[config.mk]
export PLATFORM = sky130hd
export DESIGN_NAME = oci_bus_core
export DESIGN_NICKNAME = d
export VERILOG_FILES = /design/src/rtl/oci_bus_pkg.sv /design/src/rtl/oci_bus_ctrl.sv /design/src/rtl/oci_chip_encoder.sv /design/src/rtl/oci_chip_adder.sv /design/src/rtl/oci_bus_core.sv
export SDC_FILE = /design/constraint.sdc
export NUM_CORES = 1
export LEC_CHECK = 0
export ABC_CLOCK_PERIOD_IN_PS = 3500
export CAP_MARGIN = 20
export CORE_ASPECT_RATIO = 1.2
export CORE_MARGIN = 8
export CORE_UTILIZATION = 45
export DETAILED_ROUTE_END_ITERATION = 10
export GPL_TIMING_DRIVEN = 0
export PLACE_DENSITY = 0.68
export REMOVE_ABC_BUFFERS = 1
export SLEW_MARGIN = 20
export SYNTH_ARGS = -nofsm -noshare
export SYNTH_HDL_FRONTEND = slang
export SYNTH_SLANG_ARGS = --single-unit
export TNS_END_PERCENT = 1
[constraint.sdc]
create_clock -name clk -period 3.5 [get_ports clk]
set_clock_uncertainty 0.05 [all_clocks]
set_input_delay 0.7 -clock clk [delete_from_list [all_inputs] [get_ports clk]]
set_output_delay 0.7 -clock clk [all_outputs]
set_load 0.02 [all_outputs]
[src/rtl/oci_bus_pkg.sv]
package oci_bus_pkg;

    typedef enum logic [1:0] {
        ST_IDLE  = 2'd0,
        ST_RUN   = 2'd1,
        ST_DRAIN = 2'd2,
        ST_HOLD  = 2'd3
    } bus_state_e;

    // Walsh chip: parity of the bitwise AND of user index and chip index
    function automatic logic walsh_bit(input logic [15:0] user, input logic [15:0] chip);
        return ^(user & chip);
    endfunction

endpackage

[src/rtl/oci_bus_ctrl.sv]
module oci_bus_ctrl
    import oci_bus_pkg::*;
#(
    parameter int N_ORTH = 8,
    parameter int N_PD   = N_ORTH / 2,
    parameter int CW     = $clog2(N_ORTH)
) (
    input  logic              clk,
    input  logic              rst_n,
    input  logic              start_i,
    input  logic              ack_i,
    input  logic [N_ORTH-1:0] orth_bits_i,
    input  logic [N_PD-1:0]   pd_bits_i,
    output logic              run_o,
    output logic [CW-1:0]     cnt_o,
    output logic [N_ORTH-1:0] orth_q_o,
    output logic [N_PD-1:0]   pd_q_o,
    output logic              idle_o,
    output logic              valid_o
);

    localparam logic [CW-1:0] LAST_CHIP = CW'(N_ORTH - 1);

    typedef struct packed {
        bus_state_e        state;
        logic [CW-1:0]     cnt;
        logic [N_ORTH-1:0] orth;
        logic [N_PD-1:0]   pd;
    } ctrl_t;

    ctrl_t ctrl_d, ctrl_q;

    always_comb begin
        ctrl_d = ctrl_q;
        unique case (ctrl_q.state)
            ST_IDLE: begin
                if (start_i) begin
                    ctrl_d.state = ST_RUN;
                    ctrl_d.cnt   = '0;
                    ctrl_d.orth  = orth_bits_i;
                    ctrl_d.pd    = pd_bits_i;
                end
            end
            ST_RUN: begin
                if (ctrl_q.cnt == LAST_CHIP) begin
                    ctrl_d.state = ST_DRAIN;
                    ctrl_d.cnt   = '0;
                end else begin
                    ctrl_d.cnt = ctrl_q.cnt + 1'b1;
                end
            end
            ST_DRAIN: ctrl_d.state = ST_HOLD;
            ST_HOLD: begin
                if (ack_i) ctrl_d.state = ST_IDLE;
            end
            default: ctrl_d.state = ST_IDLE;
        endcase
    end

    always_ff @(posedge clk or negedge rst_n) begin
        if (!rst_n) begin
            ctrl_q <= '{state: ST_IDLE, cnt: '0, orth: '0, pd: '0};
        end else begin
            ctrl_q <= ctrl_d;
        end
    end

    assign run_o    = (ctrl_q.state == ST_RUN);
    assign cnt_o    = ctrl_q.cnt;
    assign orth_q_o = ctrl_q.orth;
    assign pd_q_o   = ctrl_q.pd;
    assign idle_o   = (ctrl_q.state == ST_IDLE);
    assign valid_o  = (ctrl_q.state == ST_HOLD);

    AST_BUSY_DATA_STABLE: assert property (@(posedge clk) disable iff (!rst_n)
        !idle_o |=> ($stable(orth_q_o) && $stable(pd_q_o)));

    AST_CNT_ZERO_OUTSIDE_RUN: assert property (@(posedge clk) disable iff (!rst_n)
        !run_o |-> (cnt_o == '0));

    AST_IDLE_VALID_EXCLUSIVE: assert property (@(posedge clk) disable iff (!rst_n)
        !(idle_o && valid_o));

    AST_ACK_TO_IDLE: assert property (@(posedge clk) disable iff (!rst_n)
        (valid_o && ack_i) |=> (idle_o && !valid_o));

    AST_VALID_HOLDS: assert property (@(posedge clk) disable iff (!rst_n)
        (valid_o && !ack_i) |=> valid_o);

endmodule

[src/rtl/oci_chip_encoder.sv]
module oci_chip_encoder
    import oci_bus_pkg::*;
#(
    parameter int N_ORTH = 8,
    parameter int N_PD   = N_ORTH / 2,
    parameter int CW     = $clog2(N_ORTH),
    parameter int NUSR   = N_ORTH + N_PD
) (
    input  logic              clk,
    input  logic              rst_n,
    input  logic              run_i,
    input  logic [CW-1:0]     cnt_i,
    input  logic [N_ORTH-1:0] orth_i,
    input  logic [N_PD-1:0]   pd_i,
    output logic [NUSR-1:0]   chips_o,
    output logic              vld_o,
    output logic              first_o
);

    typedef struct packed {
        logic [NUSR-1:0] chips;
        logic            vld;
        logic            first;
    } enc_t;

    enc_t enc_d, enc_q;
    logic [NUSR-1:0] chip_now;

    // code-sharing users: data XOR Walsh chip
    for (genvar k = 0; k < N_ORTH; k++) begin : g_orth
        assign chip_now[k] = orth_i[k] ^ walsh_bit(16'(k), 16'(cnt_i));
    end

    // pair-parity users: data gated by a single pulse at the pair's first chip
    for (genvar l = 0; l < N_PD; l++) begin : g_pd
        localparam logic [CW-1:0] PULSE_AT = CW'(2 * l);
        assign chip_now[N_ORTH + l] = pd_i[l] & (cnt_i == PULSE_AT);
    end

    always_comb begin
        enc_d       = enc_q;
        enc_d.vld   = run_i;
        enc_d.first = run_i && (cnt_i == '0);
        enc_d.chips = run_i ? chip_now : '0;
    end

    always_ff @(posedge clk or negedge rst_n) begin
        if (!rst_n) begin
            enc_q <= '{chips: '0, vld: 1'b0, first: 1'b0};
        end else begin
            enc_q <= enc_d;
        end
    end

    assign chips_o = enc_q.chips;
    assign vld_o   = enc_q.vld;
    assign first_o = enc_q.first;

    AST_PD_AT_MOST_ONE: assert property (@(posedge clk) disable iff (!rst_n)
        $onehot0(chips_o[NUSR-1:N_ORTH]));

    AST_IDLE_CHIPS_ZERO: assert property (@(posedge clk) disable iff (!rst_n)
        !vld_o |-> (chips_o == '0));

endmodule

[src/rtl/oci_chip_adder.sv]
module oci_chip_adder #(
    parameter int NUSR = 12,
    parameter int SW   = $clog2(NUSR + 1)
) (
    input  logic            clk,
    input  logic            rst_n,
    input  logic [NUSR-1:0] chips_i,
    input  logic            vld_i,
    input  logic            first_i,
    output logic [SW-1:0]   sum_o,
    output logic            vld_o,
    output logic            first_o
);

    typedef struct packed {
        logic [SW-1:0] sum;
        logic          vld;
        logic          first;
    } add_t;

    add_t add_d, add_q;

    always_comb begin
        logic [SW-1:0] acc;
        acc = '0;
        for (int i = 0; i < NUSR; i++) begin
            acc = acc + SW'(chips_i[i]);
        end
        add_d.sum   = acc;
        add_d.vld   = vld_i;
        add_d.first = first_i;
    end

    always_ff @(posedge clk or negedge rst_n) begin
        if (!rst_n) begin
            add_q <= '{sum: '0, vld: 1'b0, first: 1'b0};
        end else begin
            add_q <= add_d;
        end
    end

    assign sum_o   = add_q.sum;
    assign vld_o   = add_q.vld;
    assign first_o = add_q.first;

    AST_NO_OVERFLOW: assert property (@(posedge clk) disable iff (!rst_n)
        int'(sum_o) <= NUSR);

    AST_SUM_MATCHES_CHIPS: assert property (@(posedge clk) disable iff (!rst_n)
        vld_i |=> (int'(sum_o) == $countones($past(chips_i))));

    AST_FIRST_INSIDE_VALID: assert property (@(posedge clk) disable iff (!rst_n)
        first_o |-> vld_o);

endmodule

[src/rtl/oci_bus_core.sv]
module oci_bus_core #(
    parameter int N_ORTH = 8,
    parameter int N_PD   = N_ORTH / 2,
    parameter int CW     = $clog2(N_ORTH),
    parameter int NUSR   = N_ORTH + N_PD,
    parameter int SW     = $clog2(NUSR + 1)
) (
    input  logic              clk,
    input  logic              rst_n,
    input  logic              start_i,
    input  logic              ack_i,
    input  logic [N_ORTH-1:0] orth_bits_i,
    input  logic [N_PD-1:0]   pd_bits_i,
    output logic              idle_o,
    output logic              valid_o,
    output logic [CW-1:0]     chip_idx_o,
    output logic [SW-1:0]     sum_o,
    output logic              sum_vld_o,
    output logic              sum_first_o
);

    logic              run;
    logic [CW-1:0]     cnt;
    logic [N_ORTH-1:0] orth_q;
    logic [N_PD-1:0]   pd_q;
    logic [NUSR-1:0]   enc_chips;
    logic              enc_vld;
    logic              enc_first;

    oci_bus_ctrl #(.N_ORTH(N_ORTH), .N_PD(N_PD), .CW(CW)) i_ctrl (
        .clk        (clk),
        .rst_n      (rst_n),
        .start_i    (start_i),
        .ack_i      (ack_i),
        .orth_bits_i(orth_bits_i),
        .pd_bits_i  (pd_bits_i),
        .run_o      (run),
        .cnt_o      (cnt),
        .orth_q_o   (orth_q),
        .pd_q_o     (pd_q),
        .idle_o     (idle_o),
        .valid_o    (valid_o)
    );

    oci_chip_encoder #(.N_ORTH(N_ORTH), .N_PD(N_PD), .CW(CW), .NUSR(NUSR)) i_enc (
        .clk    (clk),
        .rst_n  (rst_n),
        .run_i  (run),
        .cnt_i  (cnt),
        .orth_i (orth_q),
        .pd_i   (pd_q),
        .chips_o(enc_chips),
        .vld_o  (enc_vld),
        .first_o(enc_first)
    );

    oci_chip_adder #(.NUSR(NUSR), .SW(SW)) i_add (
        .clk    (clk),
        .rst_n  (rst_n),
        .chips_i(enc_chips),
        .vld_i  (enc_vld),
        .first_i(enc_first),
        .sum_o  (sum_o),
        .vld_o  (sum_vld_o),
        .first_o(sum_first_o)
    );

    assign chip_idx_o = cnt;

    AST_START_OPENS_FRAME: assert property (@(posedge clk) disable iff (!rst_n)
        (idle_o && start_i) |=> (!idle_o && chip_idx_o == '0));

    AST_VALID_WITH_LAST_SUM: assert property (@(posedge clk) disable iff (!rst_n)
        $rose(valid_o) |-> sum_vld_o);

endmodule

# Yosys cells after proc, flatten, opt, wreduce, memory -nomap -nowiden
# Cells that the tools add are included.
# Widths: inputs -> output; s select.
# op_classes
magnitude_cmp	0
mul	0
shifts	0
n_eq_ne	10
n_addsub	12
n_div	0
n_reduce_logical	14
bitwise_logic	11
mux	7
# op_table
operator	count
$reduce_xor 16->1	7
$add 4x1->4	10
$mux 17	1
$mux 12	1
$eq 3x3->1 const B	3
$pmux 2 s4	1
$xor 1x1->1	7
$ne 2x2->1 const B	3
$pmux 3 s2	1
$and 1x1->1	4
$eq 2x2->1 const B	2
$mux 2	2
$reduce_and 2->1	2
$add 3x1->3 const B	1
$eq 3x2->1 const B	1
$logic_not 3->1	1
$mux 3	1
$reduce_and 3->1	1
$add 1x1->2	1
$eq 2x1->1 const B	1
$logic_not 2->1	1
$reduce_bool 2->1	1
$logic_and 1x1->1	1
# word_totals
mem_bits_ro	0
in_bits	16
memories	0
ramBits	0
latchBits	0
ff_bits	37
out_inout_bits	11
wordCells	64

# Longest topological paths before layout
# depth
ltp_word	11
ltp_mapped	12
mapped_depth_nobuf	12

# Hierarchy
# Synthesis repeated with hierarchy kept, for this count alone.
# hier_totals
cells_unflattened	150
area_unflattened_um2	1959.4
# by_module_without_submodules
mod	cells_per_inst	seq_area_each_um2	instances	area_each_um2
oci_bus_ctrl	69	425.4	1	927.1
oci_chip_encoder	42	350.3	1	601.8
oci_chip_adder	39	150.1	1	430.4

# Least setup slack after synthesis
# Ideal clock, no wire load.
# synth_path
path_type	register -> register
from	register i_enc.enc_q, in the netlist i_enc.chips_o[0]
to	register i_add.add_q, in the netlist i_add.sum_o[1]
synth_period_minus_slack_ns	3.197
arrival_time_ns	3.082
setup_time_ns	0.064
required_ns	3.386
n_path_buf	0
path_slack_ns	0.303
path_stages_with_launch	13
cell_sequence	dfrtp_1 ha_1 inv_1 fa_1 inv_1 fa_1 inv_1 fa_1 inv_1 fa_1 inv_1 fa_1 inv_1
# synth_lines
item	line	source
start, declared	oci_chip_encoder.sv:26	enc_t enc_d, enc_q;
start signal, assigned	oci_chip_encoder.sv:49	enc_q <= '{chips: '0, vld: 1'b0, first: 1'b0};
start signal, assigned	oci_chip_encoder.sv:51	enc_q <= enc_d;
end signal, assigned	oci_chip_adder.sv:36	add_q <= '{sum: '0, vld: 1'b0, first: 1'b0};
end, declared	oci_chip_adder.sv:21	add_t add_d, add_q;

==> metrics.cfg <==
[floorplanning]
boundaryPins=27
chipHeight_microns=84.7
start_util_pct=46.0
floorplan.core_area_sq_mm=0.00385
std_cell_rows=25
dieWidth_microns=73.2
floorplan.die_area_sq_mm=0.00620

[pwr]
power.ir.vdd_worst_mv=0.530
power.density_cell_area_mw_per_mm2=882
cellLeakagePower_nw=1.05

[critical_path]
crit_type=flop to flop
cp_common_cell=sky130_fd_sc_hd__inv_1
worstSetupEndpointType=flop
cp_data_arrival_time_ns=3.48
path_max_fanout=2
slowest_stage=sky130_fd_sc_hd__fa_1
series_of_cell_instances_along_the_critical_path=ha_1 > inv_1 > fa_1 > inv_1 > fa_1 > inv_1 > fa_1 > inv_1 > fa_2 > inv_1 > fa_1 > inv_1
timing.critical_path.slowest_cell_delay_ns=0.50
timing.critical_path.required_ns=3.68
crit_path_start_kind=flop
ff2ff_setup_slack_ns=0.20

[global_route]
first_pass_grt_wire_length_mm=5.24
gr-usage-all-layers_pct=11.4
first_global_vias=1181
grt_start_max_net_pins=20
antenna_found_initial=0
grt_overflow=0

[cts]
clock-root-buffer=sky130_fd_sc_hd__clkbuf_8
later_pin_clock_latency_in_the_skew_report_ns=0.29
ctsHtreeMaxLevel=2
cts.clk_slew.worst_paths_ns=0.06
clock-sinks=37
max-clock-path-buffers=2
numCtsBuffers=5
cts.repair_timing.setup_buffer_count=0
cts_tree=yes

[sta]
finalCritPeriodShare_pct=94.4
final-setup-viol-count=0
worstMarginPinSlew_ns=0.530
rsz_0062_raised_after_global_routing=no
hold_violations=0
tns_ns=0
layout_min_cycle_time_ns=3.30
clock.fmax_mhz=303
slew_viol_final=0
timing.max_slew.rel_slack_pct=64.5

[logic_synthesis]
yosysUniqueCellTypes=24
yosys_most_used_dff=sky130_fd_sc_hd__dfrtp_1
ys_seq_elements=37
ys_seq_area_share_pct=52.4
yosysWarningCount=0
postSynth.asyncResetShare_pct=100
mapped_area_sq_mm=0.00177
synth_cells=141
syn-mean-instance-area_sq_um=12.5
synth_enable_flop_cells=0

[detailed_routing]
postRouteAntennaNets=0
routedWlPerCell_microns=13.3
routed-via-count=1020
drt_iter0_markers=35
finalWirelength_mm=2.99
drt_first_pass_iters=3
route.detailed.vias_per_inst=4.55
drt_drc_violations_left=0

[cells_and_area]
fillCellCount=345
finish.instance_area_sq_mm=0.00217
mostFrequentLayoutCells=sky130_fd_sc_hd__dfrtp_1, sky130_fd_sc_hd__inv_1, sky130_fd_sc_hd__clkdlybuf4s50_1
synthToLayoutAreaGrowth_pct=23.0
drive_above_1_share_pct=13.5
layout.cells.most_common=sky130_fd_sc_hd__dfrtp_1
antenna-diode-count=0
final_nets=205

[flow_run]
max_cap_viol_count=0

[placement]
placed_inst_area_sq_mm=0.00209
hpwl_mm=2.32
placement.io_buffers=26
gp_congestion=0.708

[outcome]
run_status=finished clean

[worst_hold_path]
hp-class=flop to flop

final timing paths:
check	startpoint	depth (start not counted)	endpoint
max	i_enc.chips_o[1]	12	i_add.sum_o[1]
min	i_enc.first_o	0	i_add.first_o
max reg2reg	i_enc.chips_o[1]	12	i_add.sum_o[1]
min reg2reg	i_enc.first_o	0	i_add.first_o
max in group asynchronous	rst_n	2	i_add.first_o
min in group asynchronous	rst_n	1	i_ctrl.orth_q_o[3]
synthesized netlist by cell type, drive strengths merged (2+ instances only):
master  number  area, sq um
ha          12          150
a21o         2         15.0
buf          5         32.5
mux2        13          150
xnor2       10         87.6
nand2        6         22.5
dfrtp       37          926
and2         2         12.5
inv         27          101
nor2         9         33.8
o31ai        2         15.0
fa           7          140
registers in the layout (all words and copies together), names as in the netlist:
signal and flops:
i_enc.first_o 1, i_add.first_o 1, i_enc.vld_o 1, i_add.vld_o 1, i_ctrl.orth_q_o 8, i_ctrl.cnt_o 3
i_ctrl.ctrl_q 2, i_add.sum_o 4, i_enc.chips_o 12, i_ctrl.pd_q_o 4
cell type report:
| type | count | area [sq um] | share of cell area (%) |
|---|---|---|---|
| clock buffer | 7 | 86.3 | 3.97 |
| inverter | 27 | 101 | 4.66 |
| multi-input combinational | 72 | 711 | 32.7 |
| sequential | 37 | 926 | 42.6 |
| tap | 54 | 67.6 | 3.11 |
| timing repair buffer | 27 | 283 | 13.0 |
critical path, delay by kind of cell (launching register included):
family / cells / cell delay [ns]
buffers and inverters: 6 / 0.35
adder cells (fa/ha/maj): 6 / 2.48
flip-flops: 1 / 0.37
kinds of logic after synthesis:
logic type      Yosys count  synth area share [%]
xor+xnor                 11                  5.45
fa+ha+maj                19                  16.4
buf+inv                  32                  7.57
compound gates            8                  3.82
mux                      14                  9.06
flops                    37                  52.4
simple gates             20                  5.31
report_power, final:
group          leakage (nW)  total [mW]  internal, mW  switching, mW
Clock                0.0443       0.294         0.156          0.138
Combinational         0.533       0.917         0.457          0.460
Sequential            0.473       0.708         0.603          0.106
stage by stage:
stage | worst slack (ns) | hold slack (ns) | cells | util, % | power, mW
after global routing | 0.0331 | 0.308 | 224 | 56.5 | 2.11
after global placement | 0.215 | 0.284 | 216 | 53.6 | 1.58
final | 0.197 | 0.298 | 224 | 56.5 | 1.92
after floorplan | 0.303 | 0.281 | 136 | - | 1.35
after CTS | 0.114 | 0.300 | 224 | 56.5 | 1.95
after detailed placement | 0.165 | 0.285 | 217 | 54.2 | 1.64
layer usage:
layer	vias to the layer above	global-route usage [%]	wire length (microns)
li1	492	-	-
met1	500	11.1	1160
met2	22	18.8	1560
met3	6	5.72	204
met4	0	6.39	72
met5	-	0	0
timing repair:
action,in CTS,in global routing
hold buffers,0,0
endpoints found under the setup margin,0,1
resized for setup,0,1
Note: power is estimated with default switching activity, not from simulation.
